<file path="config.mk">
export PLATFORM = sky130hd
export DESIGN_NAME = frame_ddr_aligner
export DESIGN_NICKNAME = d
export VERILOG_FILES = /design/src/rtl/fdwa_pkg.sv /design/src/rtl/fdwa_lane_hist.sv /design/src/rtl/fdwa_window.sv /design/src/rtl/fdwa_slip_ctrl.sv /design/src/rtl/frame_ddr_aligner.sv
export SDC_FILE = /design/constraint.sdc
export NUM_CORES = 1
export LEC_CHECK = 0
export ABC_CLOCK_PERIOD_IN_PS = 9400
export CORE_MARGIN = 3
export CORE_UTILIZATION = 62
export CTS_CLUSTER_SIZE = 24
export DETAILED_ROUTE_END_ITERATION = 10
export DONT_BUFFER_PORTS = 1
export HOLD_SLACK_MARGIN = 0.05
export PLACE_DENSITY = 0.78
export SLEW_MARGIN = 15
export SYNTH_ARGS = -nofsm -noshare
export SYNTH_HDL_FRONTEND = slang
export SYNTH_HIERARCHICAL = 1
export SYNTH_SLANG_ARGS = --single-unit
</file>
<file path="constraint.sdc">
create_clock -name clk -period 9.4 [get_ports clk]
set_clock_uncertainty 0.1 [all_clocks]
set_input_delay 1.88 -clock clk [delete_from_list [all_inputs] [get_ports clk]]
set_output_delay 1.88 -clock clk [all_outputs]
set_load 0.05 [all_outputs]
</file>
<file path="src/rtl/fdwa_pkg.sv">
package fdwa_pkg;

  typedef enum logic {
    ST_SEEK = 1'b0,
    ST_HOLD = 1'b1
  } align_st_t;

  // Next half-bit offset, wrapping at the word length.
  function automatic int unsigned slip_next(input int unsigned ofs, input int unsigned word_w);
    return (ofs == word_w - 1) ? 0 : ofs + 1;
  endfunction

endpackage

</file>
<file path="src/rtl/fdwa_lane_hist.sv">
module fdwa_lane_hist #(
  parameter int HIST_W = 24
) (
  input  logic              clk,
  input  logic              rst_n,
  input  logic              bit_rise,
  input  logic              bit_fall,
  output logic [HIST_W-1:0] hist
);

  logic [HIST_W-1:0] hist_q;

  // Newest bits at the bottom: rise is older than fall in the same cycle.
  always_ff @(posedge clk) begin
    if (!rst_n) hist_q <= '0;
    else        hist_q <= {hist_q[HIST_W-3:0], bit_rise, bit_fall};
  end

  assign hist = hist_q;

  p_hist_order_r1: assert property (@(posedge clk) disable iff (!rst_n)
    $past(rst_n) |-> (hist_q[1:0] == $past({bit_rise, bit_fall})));

endmodule

</file>
<file path="src/rtl/fdwa_window.sv">
module fdwa_window #(
  parameter int HIST_W = 24,
  parameter int WORD_W = 12,
  parameter int OFS_W  = 4
) (
  input  logic [HIST_W-1:0] hist,
  input  logic [OFS_W-1:0]  ofs,
  output logic [WORD_W-1:0] word
);

  function automatic logic [WORD_W-1:0] pick(input logic [HIST_W-1:0] h,
                                              input logic [OFS_W-1:0]  o);
    logic [HIST_W-1:0] sh;
    sh = h >> o;
    return sh[WORD_W-1:0];
  endfunction

  assign word = pick(hist, ofs);

endmodule

</file>
<file path="src/rtl/fdwa_slip_ctrl.sv">
module fdwa_slip_ctrl
  import fdwa_pkg::*;
#(
  parameter int WORD_W       = 12,
  parameter int LOCK_WORDS   = 4,
  parameter int LOSS_WORDS   = 2,
  parameter int SETTLE_WORDS = 2,
  parameter int OFS_W        = 4
) (
  input  logic              clk,
  input  logic              rst_n,
  input  logic              tick,
  input  logic [WORD_W-1:0] frame_word,
  output logic [OFS_W-1:0]  ofs,
  output logic              locked,
  output logic              slip_evt,
  output logic              frame_ok
);

  localparam int CNT_W = $clog2(LOCK_WORDS + LOSS_WORDS + SETTLE_WORDS + 2);
  localparam logic [WORD_W-1:0] FRAME_PAT =
    {{(WORD_W - WORD_W/2){1'b1}}, {(WORD_W/2){1'b0}}};

  align_st_t        st_q;
  logic [OFS_W-1:0] ofs_q;
  logic [CNT_W-1:0] settle_q, good_q, bad_q, since_q;
  logic             check_evt, lock_evt, loss_evt;

  assign frame_ok  = (frame_word == FRAME_PAT);
  assign check_evt = tick && (st_q == ST_SEEK) && (settle_q == '0);
  assign slip_evt  = check_evt && !frame_ok;
  assign lock_evt  = check_evt && frame_ok && (good_q == CNT_W'(LOCK_WORDS - 1));
  assign loss_evt  = tick && (st_q == ST_HOLD) && !frame_ok && (bad_q == CNT_W'(LOSS_WORDS - 1));

  always_ff @(posedge clk) begin
    if (!rst_n) begin
      st_q     <= ST_SEEK;
      ofs_q    <= '0;
      settle_q <= CNT_W'(SETTLE_WORDS);
      good_q   <= '0;
      bad_q    <= '0;
    end else if (tick) begin
      case (st_q)
        ST_SEEK: begin
          if (settle_q != '0) begin
            settle_q <= settle_q - 1'b1;
          end else if (slip_evt) begin
            ofs_q    <= OFS_W'(slip_next(int'(ofs_q), WORD_W));
            settle_q <= CNT_W'(SETTLE_WORDS);
            good_q   <= '0;
          end else if (lock_evt) begin
            st_q   <= ST_HOLD;
            good_q <= '0;
            bad_q  <= '0;
          end else begin
            good_q <= good_q + 1'b1;
          end
        end
        default: begin
          if (frame_ok) begin
            bad_q <= '0;
          end else if (loss_evt) begin
            st_q     <= ST_SEEK;
            bad_q    <= '0;
            good_q   <= '0;
            settle_q <= '0;
          end else begin
            bad_q <= bad_q + 1'b1;
          end
        end
      endcase
    end
  end

  // Word periods since the last slip, saturating; observation only.
  always_ff @(posedge clk) begin
    if (!rst_n)                                      since_q <= '0;
    else if (slip_evt)                               since_q <= '0;
    else if (tick && since_q < CNT_W'(SETTLE_WORDS)) since_q <= since_q + 1'b1;
  end

  assign ofs    = ofs_q;
  assign locked = (st_q == ST_HOLD);

  p_ofs_range_r3: assert property (@(posedge clk) disable iff (!rst_n)
    ofs_q < OFS_W'(WORD_W));

  p_slip_step_r3: assert property (@(posedge clk) disable iff (!rst_n)
    (ofs_q != $past(ofs_q)) |->
      (ofs_q == (($past(ofs_q) == OFS_W'(WORD_W - 1)) ? '0 : $past(ofs_q) + 1'b1)));

  p_settle_gap_r4: assert property (@(posedge clk) disable iff (!rst_n)
    slip_evt |-> (since_q >= CNT_W'(SETTLE_WORDS)));

  p_lock_on_match_r5: assert property (@(posedge clk) disable iff (!rst_n)
    $rose(locked) |-> $past(tick && frame_ok));

  p_loss_on_miss_r7: assert property (@(posedge clk) disable iff (!rst_n)
    $fell(locked) |-> $past(tick && !frame_ok));

  p_hold_ofs_r9: assert property (@(posedge clk) disable iff (!rst_n)
    (locked && $past(locked)) |-> $stable(ofs_q));

endmodule

</file>
<file path="src/rtl/frame_ddr_aligner.sv">
module frame_ddr_aligner #(
  parameter int LANES        = 8,
  parameter int WORD_W       = 12,
  parameter int LOCK_WORDS   = 4,
  parameter int LOSS_WORDS   = 2,
  parameter int SETTLE_WORDS = 2
) (
  input  logic                    clk,
  input  logic                    rst_n,
  input  logic [LANES-1:0]        lane_rise,
  input  logic [LANES-1:0]        lane_fall,
  input  logic                    frame_rise,
  input  logic                    frame_fall,
  output logic [LANES*WORD_W-1:0] word_bus,
  output logic                    word_valid,
  output logic                    locked
);

  localparam int CYC    = WORD_W / 2;
  localparam int HIST_W = 2 * WORD_W;
  localparam int OFS_W  = $clog2(WORD_W);
  localparam int PH_W   = $clog2(CYC);

  logic [PH_W-1:0]   phase_q;
  logic              tick;
  logic [OFS_W-1:0]  ofs;
  logic              slip_evt, frame_ok;
  logic [LANES:0]    rise_all, fall_all;
  logic [WORD_W-1:0] win [LANES+1];
  logic [LANES*WORD_W-1:0] word_q;
  logic              valid_q;

  // Word period counter in bit-clock cycles.
  always_ff @(posedge clk) begin
    if (!rst_n)                          phase_q <= '0;
    else if (phase_q == PH_W'(CYC - 1))  phase_q <= '0;
    else                                 phase_q <= phase_q + 1'b1;
  end
  assign tick = (phase_q == PH_W'(CYC - 1));

  // Index LANES is the frame lane; it shares the offset with the data lanes.
  assign rise_all = {frame_rise, lane_rise};
  assign fall_all = {frame_fall, lane_fall};

  for (genvar g = 0; g <= LANES; g++) begin : g_lane
    logic [HIST_W-1:0] hist;
    fdwa_lane_hist #(.HIST_W(HIST_W)) u_hist (
      .clk(clk), .rst_n(rst_n),
      .bit_rise(rise_all[g]), .bit_fall(fall_all[g]),
      .hist(hist)
    );
    fdwa_window #(.HIST_W(HIST_W), .WORD_W(WORD_W), .OFS_W(OFS_W)) u_win (
      .hist(hist), .ofs(ofs), .word(win[g])
    );
  end

  fdwa_slip_ctrl #(
    .WORD_W(WORD_W), .LOCK_WORDS(LOCK_WORDS), .LOSS_WORDS(LOSS_WORDS),
    .SETTLE_WORDS(SETTLE_WORDS), .OFS_W(OFS_W)
  ) u_ctrl (
    .clk(clk), .rst_n(rst_n), .tick(tick), .frame_word(win[LANES]),
    .ofs(ofs), .locked(locked), .slip_evt(slip_evt), .frame_ok(frame_ok)
  );

  always_ff @(posedge clk) begin
    if (!rst_n) begin
      word_q  <= '0;
      valid_q <= 1'b0;
    end else begin
      valid_q <= tick;
      if (tick) begin
        for (int k = 0; k < LANES; k++) word_q[k*WORD_W +: WORD_W] <= win[k];
      end
    end
  end

  assign word_bus   = word_q;
  assign word_valid = valid_q;

  p_valid_single_r2: assert property (@(posedge clk) disable iff (!rst_n)
    word_valid |=> !word_valid);

  p_bus_hold_r2: assert property (@(posedge clk) disable iff (!rst_n)
    !word_valid |-> $stable(word_bus));

  p_slip_unlocked_r9: assert property (@(posedge clk) disable iff (!rst_n)
    slip_evt |-> !locked);

  p_ok_seen_r5: assert property (@(posedge clk) disable iff (!rst_n)
    (tick && frame_ok) |-> (win[LANES][WORD_W-1] && !win[LANES][0]));

endmodule

</file>
Word level (Yosys, flattened, before mapping)
Cells that the tools add are included.
{ "word_totals": {"word_cells": 83, "inputBits": 20, "ff_bits": 333, "ramBits": 0, "out_inout_bits": 98, "latch_bits": 0, "n_memories": 0, "rom_bits": 0} }
{ "classes": {"n_addsub": 5, "div": 0, "magnitude_cmp": 0, "shift": 9, "eq_ne": 9, "mux": 22, "multipliers": 0, "n_bitwise": 3, "reduce_logical": 18} }
{ "ops": {"columns": ["cell", "count"], "rows": [
  ["right shift 24 x 4 -> 12 bit", 9],
  ["2-to-1 mux 4 bit", 16],
  ["AND reduction 4 bit", 4],
  ["adder 4 x 1 -> 4 bit (second input constant)", 3],
  ["== test 12 bit (second input constant)", 1],
  ["logical AND 1 bit", 8],
  ["2-to-1 mux 1 bit", 6],
  ["== test 4 x 1 -> 1 bit (second input constant)", 1],
  ["== test 4 x 2 -> 1 bit (second input constant)", 1],
  ["== test 4 bit (second input constant)", 1],
  ["zero test 4 bit", 1],
  ["!= test 2 x 1 -> 1 bit (second input constant)", 2],
  ["!= test 2 bit (second input constant)", 2],
  ["nonzero test 4 bit", 1],
  ["subtractor 4 x 1 -> 4 bit (second input constant)", 1],
  ["adder 3 x 1 -> 3 bit (second input constant)", 1],
  ["== test 3 bit (second input constant)", 1],
  ["inverter 1 bit", 3],
  ["nonzero test 3 bit", 1],
  ["nonzero test 2 bit", 1],
  ["OR reduction 2 bit", 1],
  ["zero test 1 bit", 1]
]} }

Longest topological paths before layout
{ "depth": {"depth_word": 9, "depth_mapped": 12, "ltp_nobuf": 8} }

Cells and area by module
The synthesis kept the hierarchy.
{ "modules_own_cells": {"columns": ["mod", "area_per_inst_um2", "instances", "cells_each", "seq_area_each_um2"], "rows": [
  ["fdwa_window", 1069.8, 9, 69, 0.0],
  ["fdwa_lane_hist", 675.6, 9, 50, 480.5],
  ["frame_ddr_aligner", 3799.9, 1, 453, 2001.9],
  ["fdwa_slip_ctrl", 1087.3, 1, 128, 340.3]
]} }

Least setup slack after synthesis
OpenSTA, ideal clock, no wires.
{ "synth_timing": {"path_kind": "reg-to-reg", "startpoint": "register u_ctrl.ofs_q[2] (netlist: u_ctrl/ofs[2])", "endpoint": "register u_ctrl.settle_q[3]", "path_buffers": 2, "arrival_time_ns": 4.280, "setup_slack_ns": 4.932, "stages_incl_launch_ff": 10, "required_ns": 9.212, "path_cell_list": "dfxtp_1 > clkbuf_8 > mux4_2 > mux2i_1 > o21ai_0 > or4_4 > or3_4 > buf_6 > mux2_4 > a311oi_2"} }
{ "synth_rtl": {"columns": ["item", "line_no", "rtl"], "rows": [
  ["start, declared", "fdwa_slip_ctrl.sv:25", "logic [OFS_W-1:0] ofs_q;"],
  ["start signal, assigned", "fdwa_slip_ctrl.sv:48", "ofs_q <= OFS_W'(slip_next(int'(ofs_q), WORD_W));"],
  ["end signal, assigned", "fdwa_slip_ctrl.sv:39", "settle_q <= CNT_W'(SETTLE_WORDS);"],
  ["end signal, assigned", "fdwa_slip_ctrl.sv:46", "settle_q <= settle_q - 1'b1;"],
  ["end signal, assigned", "fdwa_slip_ctrl.sv:49", "settle_q <= CNT_W'(SETTLE_WORDS);"],
  ["end, declared", "fdwa_slip_ctrl.sv:26", "logic [CNT_W-1:0] settle_q, good_q, bad_q, since_q;"]
]} }

==> flow_summary.yaml <==
timing:
  fin_ws_ns: 4.63
  maxSlewHeadroom_pct: 16.3
  worst_pin_slew_ns: 1.26
  finalSetupViolCount: 0
  fmax_mhz: 210
  post-route-min-period_ns: 4.77
  setup_tns_ns: 0
  hold_viol_final: 0
  rsz0062_at_grt: "false"
  fin_crit_sh_pct: 50.8
  slew_violations: 0
routing:
  drc: 0
  wl_per_cell_um: 21.6
  ant_nets: 0
  drtIter0Drc: 1357
  post_drt_via_cell_ratio: 6.89
  routed_wl_um: 43500
  vias: 13900
  first_pass_iters: 6
power:
  p_leak_nw: 7.39
  seqPwrFrac_pct: 48.6
  combPwrFrac_pct: 2.5
  clkPwrFrac_pct: 48.9
  ir_worst_vdd_mv: 0.111
  sw_frac_of_total_pct: 21.3
  p_per_area_mw_per_mm2: 142
  p_sw_mw: 0.637
  p_int_mw: 2.35
synthesis:
  netlist_area_mm2: 0.0206
  avgSynthCellArea_um2: 12.5
  synth_nets: 1679
  yosysWarnings: 6
  syn_inst: 1651
clock_network:
  cts-root-buf: "clkbuf_16"
  hold_buffers: 0
  cts_setup_buffers: 0
  cts_sinks: 333
  cts_resized: 0
  clk_latency_ns: 0.53
  clk_pin_slew_ns: 0.06
  clockBufferDepth: 3
  cts_tree: "done"
  numCtsBuffers: 37
  htreeDepth: 2
hold_path:
  hp-start: "g_lane[3].u_hist/hist[0]$_SDFF_PN0_"
  hold_depth: 1
  worstHoldPathType: "reg2reg"
worst_setup_path:
  startpoint: "u_ctrl/ofs[1]$_SDFFE_PN0P_"
  rr_worst_depth: 8
  path_class: "reg2reg"
  crit_arrival_ns: 5.08
  regToRegSetupSlack_ns: 4.63
  startpoint_type: "register"
  cp_data_required_time_ns: 9.71
  cp-end-kind: "register"
  r2r-start: "u_ctrl/ofs[1]$_SDFFE_PN0P_"
  crit_path_max_fanout: 66
layout:
  layout.nets: 1575
  finalInstanceArea_mm2: 0.0211
  antennaDiodeCount: 0
  multiInputGateArea_mm2: 0.0124
  register_area_mm2: 0.00669
  synthToLayoutAreaGrowth_pct: 2.32
  drive_above_1_share_pct: 25.0
  fillerInstances: 2431
  fin_cells: 2012
placement:
  dp_cells: 1950
  io_buffers: 0
  place_worst_setup_slack_ns: 4.69
  hpwl_um: 26700
  postPlaceCellArea_mm2: 0.0198
  place.gp.congestion: 0.849
die:
  dieArea_mm2: 0.0354
  start_util_pct: 63.1
  ios: 118
  fp.dieW_um: 188
  rows: 66
  die_height_um: 188
  fp.coreArea_mm2: 0.0326
global_route:
  grt_pass1_wl_um: 70900
  grt_usage_pct: 24.1
  grt_pass1_vias: 13300
  antenna_found_initial: 0
  grt_max_degree: 426
  gr-total-overflow: 0
run_status:
  status: "completed"
job:
  drv_cap: 0
[final cells by class]
cell class / instances / share of cell area, %
clock inverters: 13 / 0.760
inverters: 28 / 0.499
flip-flops and latches: 333 / 31.7
multi-input cells: 1138 / 59.0
well taps: 442 / 2.62
repair buffers: 9 / 0.321
clock buffers: 49 / 5.10
[cells in the final DEF (no fill, tap or decap), drive strengths merged, types with 14 or more instances in the layout]
cell type  instances
mux4             270
and2             217
nor2b             20
o21ai            138
clkbuf            49
nand4            101
nor2              14
dfxtp            333
a21oi             24
nand2            101
clkinv            16
mux2i            100
a22oi             36
inv               20
[power by group through the flow]
stage / Sequential (mW) / Clock (mW) / Combinational (mW)
final: 1.45 / 1.46 / 0.0753
after detailed placement: 1.48 / 0 / 0.0733
after global routing: 1.45 / 1.54 / 0.0810
after CTS: 1.45 / 1.49 / 0.0739
after global placement: 1.48 / 0 / 0.0715
after floorplan: 1.47 / 0 / 0.0900
[metal layers]
metal	track usage (%)	vias up	part of all wire, %
li1	-	6316	-
met1	33.2	6937	42
met2	39.0	522	48
met3	4.35	95	6.3
met4	8.28	0	2.9
met5	0	-	0
[final timing paths]
kind	end
setup / recovery	u_ctrl/settle_q[1]$_SDFFE_PN1P_
hold / removal	g_lane[3].u_hist/hist[2]$_SDFF_PN0_
hold reg to reg	g_lane[3].u_hist/hist[2]$_SDFF_PN0_
setup reg to reg	u_ctrl/settle_q[1]$_SDFFE_PN1P_
[sequential cells by signal (all words and copies together), names as in the netlist]
| signal | count |
|---|---|
| g_lane.u_hist/hist | 216 |
| word_bus | 96 |
| u_ctrl/bad_q | 4 |
| u_ctrl/good_q | 4 |
| u_ctrl/ofs | 4 |
| u_ctrl/settle_q | 4 |
| phase_q | 3 |
| u_ctrl/locked | 1 |
| word_valid | 1 |
[worst max-delay path, stage by stage, from the launching register on]
cell and delay [ns]:
dfxtp_4 0.83, buf_4 0.72, mux4_2 0.59, mux4_2 0.48, or4bb_4 0.53, or3_4 0.46, inv_1 0.46, a211oi_1 0.15
a211o_1 0.29
[stage by stage]
step                total power, mW  util (%)  hold WS, ns
floorplan                      1.56         -        0.327
global placement               1.55      60.8        0.340
detailed placement             1.55      60.8        0.341
CTS                            3.01      64.6        0.355
global route                   3.07      64.6        0.374
finish                         2.98      64.6        0.351
Power figures use the tool's default switching activity.
